## src/rtl/adc_cap_pkg.sv

```systemverilog
package adc_cap_pkg;
  typedef enum logic [1:0] {
    ST_IDLE,
    ST_CONV,
    ST_LOW,
    ST_HIGH
  } seq_state_e;
endpackage

```

## src/rtl/adc_cap_tick.sv

```systemverilog
module adc_cap_tick #(
  parameter int HALF_DIV = 2
) (
  input  logic clk_i,
  input  logic rst_ni,
  input  logic run_i,
  output logic tick_o
);
  localparam int CW = (HALF_DIV > 1) ? $clog2(HALF_DIV) : 1;
  localparam logic [CW-1:0] LAST = CW'(HALF_DIV - 1);

  logic [CW-1:0] cnt_q;

  assign tick_o = run_i && (cnt_q == LAST);

  always_ff @(posedge clk_i or negedge rst_ni) begin
    if (!rst_ni)                cnt_q <= '0;
    else if (!run_i || tick_o)  cnt_q <= '0;
    else                        cnt_q <= cnt_q + 1'b1;
  end
endmodule

```

## src/rtl/adc_cap_seq.sv

```systemverilog
module adc_cap_seq
  import adc_cap_pkg::*;
#(
  parameter int FRAME_LEN = 34,
  parameter int IDX_W     = 6
) (
  input  logic             clk_i,
  input  logic             rst_ni,
  input  logic             start_i,
  input  logic             tick_i,
  output logic             conv_o,
  output logic             sclk_o,
  output logic             busy_o,
  output logic             sample_o,
  output logic [IDX_W-1:0] bit_idx_o,
  output logic             done_o
);
  localparam logic [IDX_W-1:0] LAST_BIT = IDX_W'(FRAME_LEN);

  seq_state_e       state_q, state_d;
  logic [IDX_W-1:0] cnt_q, cnt_d;
  logic             conv_q, sclk_q;

  always_comb begin
    state_d  = state_q;
    cnt_d    = cnt_q;
    sample_o = 1'b0;
    done_o   = 1'b0;
    unique case (state_q)
      ST_IDLE: if (start_i) begin
        state_d = ST_CONV;
        cnt_d   = '0;
      end
      ST_CONV: if (tick_i) state_d = ST_LOW;
      ST_LOW: if (tick_i) begin
        state_d  = ST_HIGH;
        cnt_d    = cnt_q + 1'b1;
        sample_o = 1'b1;
      end
      ST_HIGH: if (tick_i) begin
        if (cnt_q == LAST_BIT) begin
          state_d = ST_IDLE;
          done_o  = 1'b1;
        end else begin
          state_d = ST_LOW;
        end
      end
      default: state_d = ST_IDLE;
    endcase
  end

  // index of the bit captured on the rising edge being produced
  assign bit_idx_o = cnt_q + 1'b1;

  always_ff @(posedge clk_i or negedge rst_ni) begin
    if (!rst_ni) begin
      state_q <= ST_IDLE;
      cnt_q   <= '0;
      conv_q  <= 1'b0;
      sclk_q  <= 1'b0;
    end else begin
      state_q <= state_d;
      cnt_q   <= cnt_d;
      conv_q  <= (state_d == ST_CONV);
      sclk_q  <= (state_d == ST_HIGH);
    end
  end

  assign conv_o = conv_q;
  assign sclk_o = sclk_q;
  assign busy_o = (state_q != ST_IDLE);
endmodule

```

## src/rtl/adc_cap_word.sv

```systemverilog
module adc_cap_word #(
  parameter int DATA_W = 14,
  parameter int OUT_W  = 16,
  parameter int IDX_W  = 6,
  parameter int FIRST  = 3
) (
  input  logic             clk_i,
  input  logic             rst_ni,
  input  logic             sample_i,
  input  logic [IDX_W-1:0] bit_idx_i,
  input  logic             sdi_i,
  input  logic             load_i,
  output logic [OUT_W-1:0] word_o
);
  localparam logic [IDX_W-1:0] LO = IDX_W'(FIRST);
  localparam logic [IDX_W-1:0] HI = IDX_W'(FIRST + DATA_W - 1);
  localparam int EXT_W = OUT_W - DATA_W;

  logic [DATA_W-1:0] sr_q;
  logic              in_win;

  assign in_win = (bit_idx_i >= LO) && (bit_idx_i <= HI);

  always_ff @(posedge clk_i or negedge rst_ni) begin
    if (!rst_ni)                 sr_q <= '0;
    else if (sample_i && in_win) sr_q <= {sr_q[DATA_W-2:0], sdi_i};
  end

  always_ff @(posedge clk_i or negedge rst_ni) begin
    if (!rst_ni)     word_o <= '0;
    else if (load_i) word_o <= {{EXT_W{sr_q[DATA_W-1]}}, sr_q};
  end
endmodule

```

## src/rtl/adc_capture_ctrl.sv

```systemverilog
module adc_capture_ctrl #(
  parameter int HALF_DIV  = 2,
  parameter int DATA_W    = 14,
  parameter int OUT_W     = 16,
  parameter int FRAME_LEN = 34,
  parameter int CH0_FIRST = 3,
  parameter int CH1_FIRST = 19
) (
  input  logic             clk_i,
  input  logic             rst_ni,
  input  logic             start_i,
  output logic             conv_o,
  output logic             sclk_o,
  input  logic             sdi_i,
  output logic             busy_o,
  output logic             valid_o,
  output logic [OUT_W-1:0] ch0_o,
  output logic [OUT_W-1:0] ch1_o
);
  localparam int IDX_W  = $clog2(FRAME_LEN + 1);
  localparam int NUM_CH = 2;

  logic             tick, sample, done;
  logic [IDX_W-1:0] bit_idx;
  logic [NUM_CH-1:0][OUT_W-1:0] words;

  adc_cap_tick #(.HALF_DIV(HALF_DIV)) u_tick (
    .clk_i  (clk_i),
    .rst_ni (rst_ni),
    .run_i  (busy_o),
    .tick_o (tick)
  );

  adc_cap_seq #(.FRAME_LEN(FRAME_LEN), .IDX_W(IDX_W)) u_seq (
    .clk_i     (clk_i),
    .rst_ni    (rst_ni),
    .start_i   (start_i),
    .tick_i    (tick),
    .conv_o    (conv_o),
    .sclk_o    (sclk_o),
    .busy_o    (busy_o),
    .sample_o  (sample),
    .bit_idx_o (bit_idx),
    .done_o    (done)
  );

  for (genvar c = 0; c < NUM_CH; c++) begin : g_ch
    adc_cap_word #(
      .DATA_W (DATA_W),
      .OUT_W  (OUT_W),
      .IDX_W  (IDX_W),
      .FIRST  ((c == 0) ? CH0_FIRST : CH1_FIRST)
    ) u_word (
      .clk_i     (clk_i),
      .rst_ni    (rst_ni),
      .sample_i  (sample),
      .bit_idx_i (bit_idx),
      .sdi_i     (sdi_i),
      .load_i    (done),
      .word_o    (words[c])
    );
  end

  always_ff @(posedge clk_i or negedge rst_ni) begin
    if (!rst_ni) valid_o <= 1'b0;
    else         valid_o <= done;
  end

  assign ch0_o = words[0];
  assign ch1_o = words[1];
endmodule

```

## config.mk

```make
export PLATFORM = sky130hd
export DESIGN_NAME = adc_capture_ctrl
export DESIGN_NICKNAME = d
export VERILOG_FILES = /design/src/rtl/adc_cap_pkg.sv /design/src/rtl/adc_cap_tick.sv /design/src/rtl/adc_cap_seq.sv /design/src/rtl/adc_cap_word.sv /design/src/rtl/adc_capture_ctrl.sv
export SDC_FILE = /design/constraint.sdc
export NUM_CORES = 1
export LEC_CHECK = 0
export ABC_AREA = 1
export BUFFER_PORTS_ARGS = -buffer_cell sky130_fd_sc_hd__clkbuf_2
export CORE_ASPECT_RATIO = 0.6
export CORE_MARGIN = 2
export CORE_UTILIZATION = 40
export CTS_BUF_LIST = sky130_fd_sc_hd__clkbuf_4 sky130_fd_sc_hd__clkbuf_8 sky130_fd_sc_hd__clkbuf_16
export DETAILED_ROUTE_END_ITERATION = 10
export PLACE_DENSITY_LB_ADDON = 0.25
export REMOVE_ABC_BUFFERS = 1
export SETUP_SLACK_MARGIN = 0.5
export SLEW_MARGIN = 15
export SYNTH_ARGS = -nofsm -noshare
export SYNTH_HDL_FRONTEND = slang
export SYNTH_SLANG_ARGS = --single-unit
```

## constraint.sdc

```tcl
create_clock -name clk_i -period 1.7 [get_ports clk_i]
set_clock_uncertainty 0.15 [all_clocks]
set_input_delay 0.34 -clock clk_i [delete_from_list [all_inputs] [get_ports clk_i]]
set_output_delay 0.34 -clock clk_i [all_outputs]
set_load 0.01 [all_outputs]
```

==> impl_metrics.json, run 1 <==
{
  "grt_max_degree": 69,
  "yosysTopAreaCellShare_pct": 58.7,
  "arrival_ns": 1.86,
  "dpl_cell_area_um2": 3230,
  "synth_edf_count": 0,
  "grt_pass1_vias": 2350,
  "fin_cells": 510,
  "hold_path.class": "in -> reg",
  "pwr_density_cell_nw_per_um2": 1560,
  "drt_iter0_markers": 162,
  "rows": 23,
  "syn_area_um2": 2900,
  "synthTopCellsByArea": "dfrtp_1 59%, nand2_1 20%, nand3_1 5.5%, inv_1 1.9%, buf_6 1.6%",
  "ys.flop_type": "dfrtp_1",
  "multi_input_area_um2": 1300,
  "wl_um": 7040,
  "endpoint_kind": "flip-flop",
  "final_util_pct": 62.6,
  "outcome": "finished with violations",
  "totalPowerFinal_mw": 6.71,
  "area_growth_pct": 48.0,
  "io_buffers": 39,
  "grt_pass1_wl_um": 11400,
  "p_leak_nw": 2.36,
  "post-route-drc-count": 0,
  "die_area_um2": 7960,
  "grt.overflow.total": 0,
  "drtPass1Iterations": 4,
  "regArea_um2": 1710,
  "setup-violations-final": 28,
  "track_usage_pct": 18.6,
  "ys_types": 27,
  "syn_inst": 327,
  "initial_core_util_pct": 42.3,
  "peakVddDrop_mv": 0.868,
  "r2r_cells": 11,
  "clock-sinks": 68,
  "yosys.area.top_type": "dfrtp_1",
  "maxCapViolCount": 0,
  "fmax_ghz": 0.560,
  "viasPerCell": 4.79,
  "post-place-cells": 450,
  "gp_congestion": 0.840,
  "final_area_um2": 4290,
  "max-slew-margin-rel_pct": 75.1,
  "wire_per_inst_um": 13.8,
  "crit_required_ns": 1.77,
  "hold_viol": 0,
  "cts.clk_slew.worst_paths_ns": 0.05,
  "tightest_slew_ns": 0.373,
  "die_h_um": 69.9,
  "crit_fanout": 6,
  "rsz0062_at_grt": "yes",
  "crit_path_start_kind": "flip-flop",
  "finalMaxSlewViolations": 0,
  "layout_setup_ws_ns": -0.0849,
  "synth_seq_cells": 68,
  "post-place-ws_ns": -0.129,
  "cts_buffer_depth": 2,
  "fin_tns_setup_ns": -1.42,
  "ys_warn_count": 0,
  "cts_tree": "done",
  "synth.avg_cell_area_um2": 8.86,
  "die_w_um": 114,
  "antenna_found_initial": 0,
  "final_nets": 426,
  "htree_levels": 3,
  "core_area_um2": 6850,
  "min_period_over_period_pct": 105,
  "hold_path_depth": 3,
  "drive_gt1_share_pct": 43.0,
  "vias": 2445,
  "violations": "setup timing",
  "hold_slack_ns": 0.123,
  "ant_nets": 0,
  "async_reset_ff_share_pct": 100,
  "dp.final_hpwl_um": 3830,
  "min_period_ns": 1.78,
  "nFillCells": 575,
  "cts_made_buffers": 9,
  "clockRootBuffer": "clkbuf_16",
  "yosysSeqAreaShare_pct": 58.7,
  "diodes": 0,
  "worstSkewPairLatency_ns": 0.33,
  "path_class": "reg -> reg",
  "io_pins": 40
}
==> worst max-delay path, stage by stage (launching register included) <==
cell	delay, ns
dfrtp_1	0.40
buf_6	0.16
nand2_1	0.07
nor2_2	0.12
nand3_2	0.12
nand2_2	0.12
nor2_2	0.04
nand2_2	0.11
nand2_8	0.09
clkbuf_16	0.16
nand3_1	0.07
nand2_1	0.05
==> routing by layer <==
layer,part of all wire (%),track usage [%]
met2,45,27.1
met5,0,0
met3,4.7,6.94
met4,1.1,5.28
met1,49,26.1
==> path summary, 6_finish.rpt <==
| check | endpoint | slack [ns] | from |
|---|---|---|---|
| setup / recovery | g_ch[1].u_word.sr_q[8] | -0.08 | u_seq.cnt_q[1] |
| hold / removal | g_ch[0].u_word.sr_q[0] | 0.12 | sdi_i |
| setup reg to reg | g_ch[1].u_word.sr_q[8] | -0.08 | u_seq.cnt_q[1] |
| hold reg to reg | g_ch[0].u_word.sr_q[13] | 0.33 | g_ch[0].u_word.sr_q[13] |
| max in group asynchronous | u_seq.state_q[0] | 0.65 | rst_ni |
| min in group asynchronous | g_ch[1].u_word.word_o[5] | 0.42 | rst_ni |
==> where the power goes <==
part	switching [mW]	internal [mW]	leakage, nW	total [mW]
clock	0.632	1.21	0.150	1.84
combinational	1.44	1.25	1.30	2.69
sequential	0.286	1.89	0.908	2.17
total	2.35	4.35	2.36	6.71
==> what timing repair did <==
item,in CTS,in global routing
setup endpoints to repair,102,102
hold endpoints to repair,68,0
buffers inserted,20,17
pin swaps,8,28
hold buffers,1,0
resized for setup,54,90
cloned,5,2
==> logic make-up after synthesis <==
| family | Yosys count | share of synthesized area, % |
|---|---|---|
| buffers and inverters | 34 | 6.22 |
| and+or+nand+nor | 210 | 30.6 |
| DFF | 68 | 58.7 |
| adders and majority gates | 3 | 1.30 |
| AOI/OAI and AO/OA | 11 | 2.85 |
| xor gates and xnor gates | 1 | 0.302 |
==> cells in the mapped netlist, types with 2 or more instances <==
master and instances:
a21oi_1 2, buf_1 2, buf_2 6, buf_4 4, buf_6 4, dfrtp_1 68, ha_1 3, inv_1 15
inv_2 2, nand2_1 155, nand2_2 6, nand2_4 2, nand3_1 32, nand3_2 2, nand4_1 2, nor2_1 6
nor2_2 2, o21ai_0 4, o22ai_1 2
==> layout make-up <==
| cell class | instances | share of cell area (%) |
|---|---|---|
| inverter | 17 | 1.84 |
| sequential | 68 | 39.8 |
| multi-input combinational | 227 | 30.4 |
| tap | 87 | 2.54 |
| clock buffer | 13 | 6.10 |
| timing repair buffer | 96 | 18.6 |
| clock inverter | 2 | 0.817 |
==> flip-flops by register name, summed over array words and instances, names as in the netlist <==
name,flops
g_ch.u_word.sr_q,28
g_ch.u_word.word_o,28
u_seq.cnt_q,6
u_seq.conv_o,1
u_seq.sclk_o,1
u_seq.state_q,2
u_tick.cnt_q,1
valid_o,1
==> cell usage in the layout, fill, tap and decap left out, types with 4 or more instances in the layout <==
cell type,Yosys,final
dfrtp_1,68,65
nand2_1,155,130
nor2_4,0,4
clkbuf_16,0,10
nand2_2,6,25
buf_6,4,17
inv_1,15,10
buf_12,0,6
nand3_2,2,7
buf_2,6,33
buf_4,4,34
nand3_1,32,26
nand2_4,2,8
No activity file was read; power rests on OpenSTA's default activity.
==> inputs of run 2 (changes only) <==
--- a/config.mk
+++ b/config.mk
@@ -9,7 +9,7 @@
 export BUFFER_PORTS_ARGS = -buffer_cell sky130_fd_sc_hd__clkbuf_2
 export CORE_ASPECT_RATIO = 0.6
 export CORE_MARGIN = 2
-export CORE_UTILIZATION = 40
+export CORE_UTILIZATION = 51
 export CTS_BUF_LIST = sky130_fd_sc_hd__clkbuf_4 sky130_fd_sc_hd__clkbuf_8 sky130_fd_sc_hd__clkbuf_16
 export DETAILED_ROUTE_END_ITERATION = 10
 export PLACE_DENSITY_LB_ADDON = 0.25
==> run 2 against run 1 <==
Against the previous run: routed wire length grew 1.8%; flip-flop and latch count is the same; die area shrank 21%; register-to-register slack gained 0.03 ns; final area shrank 1.9%; the run still ends with setup timing left; largest cell class unchanged; core utilization grew 14 points; first-iteration DRC count shrank 27%; sequential share of layout area grew 0.76 points; total power shrank 8.1%; via count grew 2.2%; worst hold slack lost 0.046 ns.
==> impl_metrics.json, run 2 (synthesis results as in run 1) <==
{
  "outcome": "finished with violations",
  "violations": "setup timing",
  "wl_um": 7170,
  "path_class": "reg -> reg",
  "p_leak_nw": 2.29,
  "seq_power_share_pct": 35.4,
  "crit_top_cell": "nand2_4",
  "slowest_stage": "dfrtp_2",
  "switching_power_mw": 2.35,
  "area_growth_pct": 45.3,
  "max-slew-margin-rel_pct": 74.8,
  "hold_path.class": "in -> reg",
  "gp_congestion": 0.822,
  "crit_fanout": 8,
  "totalPowerFinal_mw": 6.16,
  "track_usage_pct": 23.4,
  "slowest_delay_ns": 0.53,
  "hold_viol": 0,
  "die_w_um": 101,
  "pwr-share-clk_pct": 22.4,
  "p_comb_share_pct": 42.3,
  "die_h_um": 62.4,
  "io_buffers": 39,
  "mostFrequentLayoutCells": "132 x nand2_1, 65 x dfrtp_1, 36 x buf_2, 34 x buf_4, 26 x nand3_2",
  "final_nets": 425,
  "grt_max_degree": 30,
  "cts_buffer_depth": 2,
  "worstSkewPairLatency_ns": 0.34,
  "post-place-cells": 433,
  "crit_path_start_kind": "flip-flop",
  "final_common_cell": "nand2_1",
  "clockRootBuffer": "clkbuf_8",
  "tightest_slew_ns": 0.374,
  "drtPass1Iterations": 4,
  "grt_pass1_vias": 2464,
  "io_pins": 40,
  "dpl_cell_area_um2": 3210,
  "cts.clk_slew.worst_paths_ns": 0.07,
  "clock-sinks": 68,
  "grt_pass1_wl_um": 11500,
  "ant_nets": 0,
  "initial_core_util_pct": 52.5,
  "power_switching_share_pct": 38.2,
  "endpoint_kind": "flip-flop",
  "min_period_ns": 1.75,
  "htree_levels": 3,
  "die_area_um2": 6320,
  "path_cells": "nand4_1, nand2_4, nand2_4, nor2_4, nand2_2, nand2_4, buf_6, nand3_1, nand2_1",
  "hold_slack_ns": 0.0771,
  "antenna_found_initial": 0,
  "layout_setup_ws_ns": -0.0528,
  "fmax_ghz": 0.571,
  "drt_iter0_markers": 118,
  "arrival_ns": 1.89,
  "post-route-drc-count": 0,
  "drive_gt1_share_pct": 46.6,
  "pwr_density_cell_nw_per_um2": 1460,
  "cts_tree": "done",
  "rsz0062_at_grt": "yes",
  "core_area_um2": 5520,
  "min_period_over_period_pct": 103,
  "reg_top3": "g_ch.u_word.sr_q (28), g_ch.u_word.word_o (28), u_seq.cnt_q (6)",
  "final_util_pct": 76.3,
  "vias": 2499,
  "dp.final_hpwl_um": 3700,
  "wire_per_inst_um": 14.6,
  "viasPerCell": 5.08,
  "finalMaxSlewViolations": 0,
  "rows": 21,
  "final_area_um2": 4210,
  "setup-violations-final": 46,
  "diodes": 0,
  "grt.overflow.total": 0,
  "cts_made_buffers": 9,
  "peakVddDrop_mv": 1.35,
  "crit_required_ns": 1.84,
  "maxCapViolCount": 0,
  "internal_power_mw": 3.81,
  "fin_cells": 492
}
-- run 2: changes by cell type in the layout (fill, tap and decap cells not counted), moves of 2 or more --
cell,change
clkbuf_16,-8
clkbuf_8,+10
nand2_1,+2
buf_2,+3
buf_6,-2
o21ai_1,+3
buf_12,-2
clkbuf_4,-2
nand3_1,-19
nand3_2,+19
-- run 2: metrics by stage --
stage | TNS (ns) | worst slack (ns)
floorplan | -19.60 | -0.563
global placement | -0.267 | -0.0242
detailed placement | -2.44 | -0.126
CTS | -0.0194 | -0.00768
global route | -5.54 | -0.147
finish | -1.24 | -0.0528
-- run 2: worst paths after layout --
check	start	end	slack (ns)	depth (start not counted)
setup / recovery	u_seq.cnt_q[2]	g_ch[0].u_word.sr_q[12]	-0.05	9
hold / removal	sdi_i	g_ch[0].u_word.sr_q[0]	0.08	3
setup reg to reg	u_seq.cnt_q[2]	g_ch[0].u_word.sr_q[12]	-0.05	9
hold reg to reg	g_ch[0].u_word.word_o[12]	g_ch[0].u_word.word_o[12]	0.33	2
max in group asynchronous	rst_ni	u_seq.state_q[0]	0.63	3
min in group asynchronous	rst_ni	g_ch[1].u_word.word_o[2]	0.29	2
-- run 2: worst max-delay path, delay by kind of cell, from the launching register on --
kind                   cells  cell delay [ns]
AND/OR/NAND/NOR            8             0.84
buffers and inverters      1             0.16
flip-flops                 1             0.53
-- run 2: power by group through the flow --
stage | Combinational (mW) | Sequential [mW] | Clock (mW)
after floorplan | 0.816 | 2.14 | 0
after global placement | 1.40 | 2.12 | 0
after detailed placement | 1.44 | 2.12 | 0
after CTS | 2.15 | 2.14 | 1.39
after global routing | 2.80 | 2.21 | 1.47
final | 2.60 | 2.18 | 1.38
-- run 2: cell type report --
class,count,area (µm²)
fill,372,1310
sequential,68,1710
inverter,17,73.8
multi-input combinational,226,1350
clock buffer,12,159
clock inverter,4,47.5
tap,69,86.3
timing repair buffer,96,785
-- run 2: per-layer routing --
metal	GRT usage, %	vias up	share of wire [%]
li1	-	1211	-
met1	32.5	1215	46
met2	36.7	59	48
met3	5.48	14	4.7
met4	7.43	0	1.4
met5	0	-	0
-- run 2: what timing repair did --
item                                   CTS  global route
setup endpoints to repair              102           103
pin swaps                               28            11
resized for setup                       75            76
hold buffers                             1             0
buffers inserted                        21            14
endpoints found under the hold margin   11             0
gates cloned                             3             4
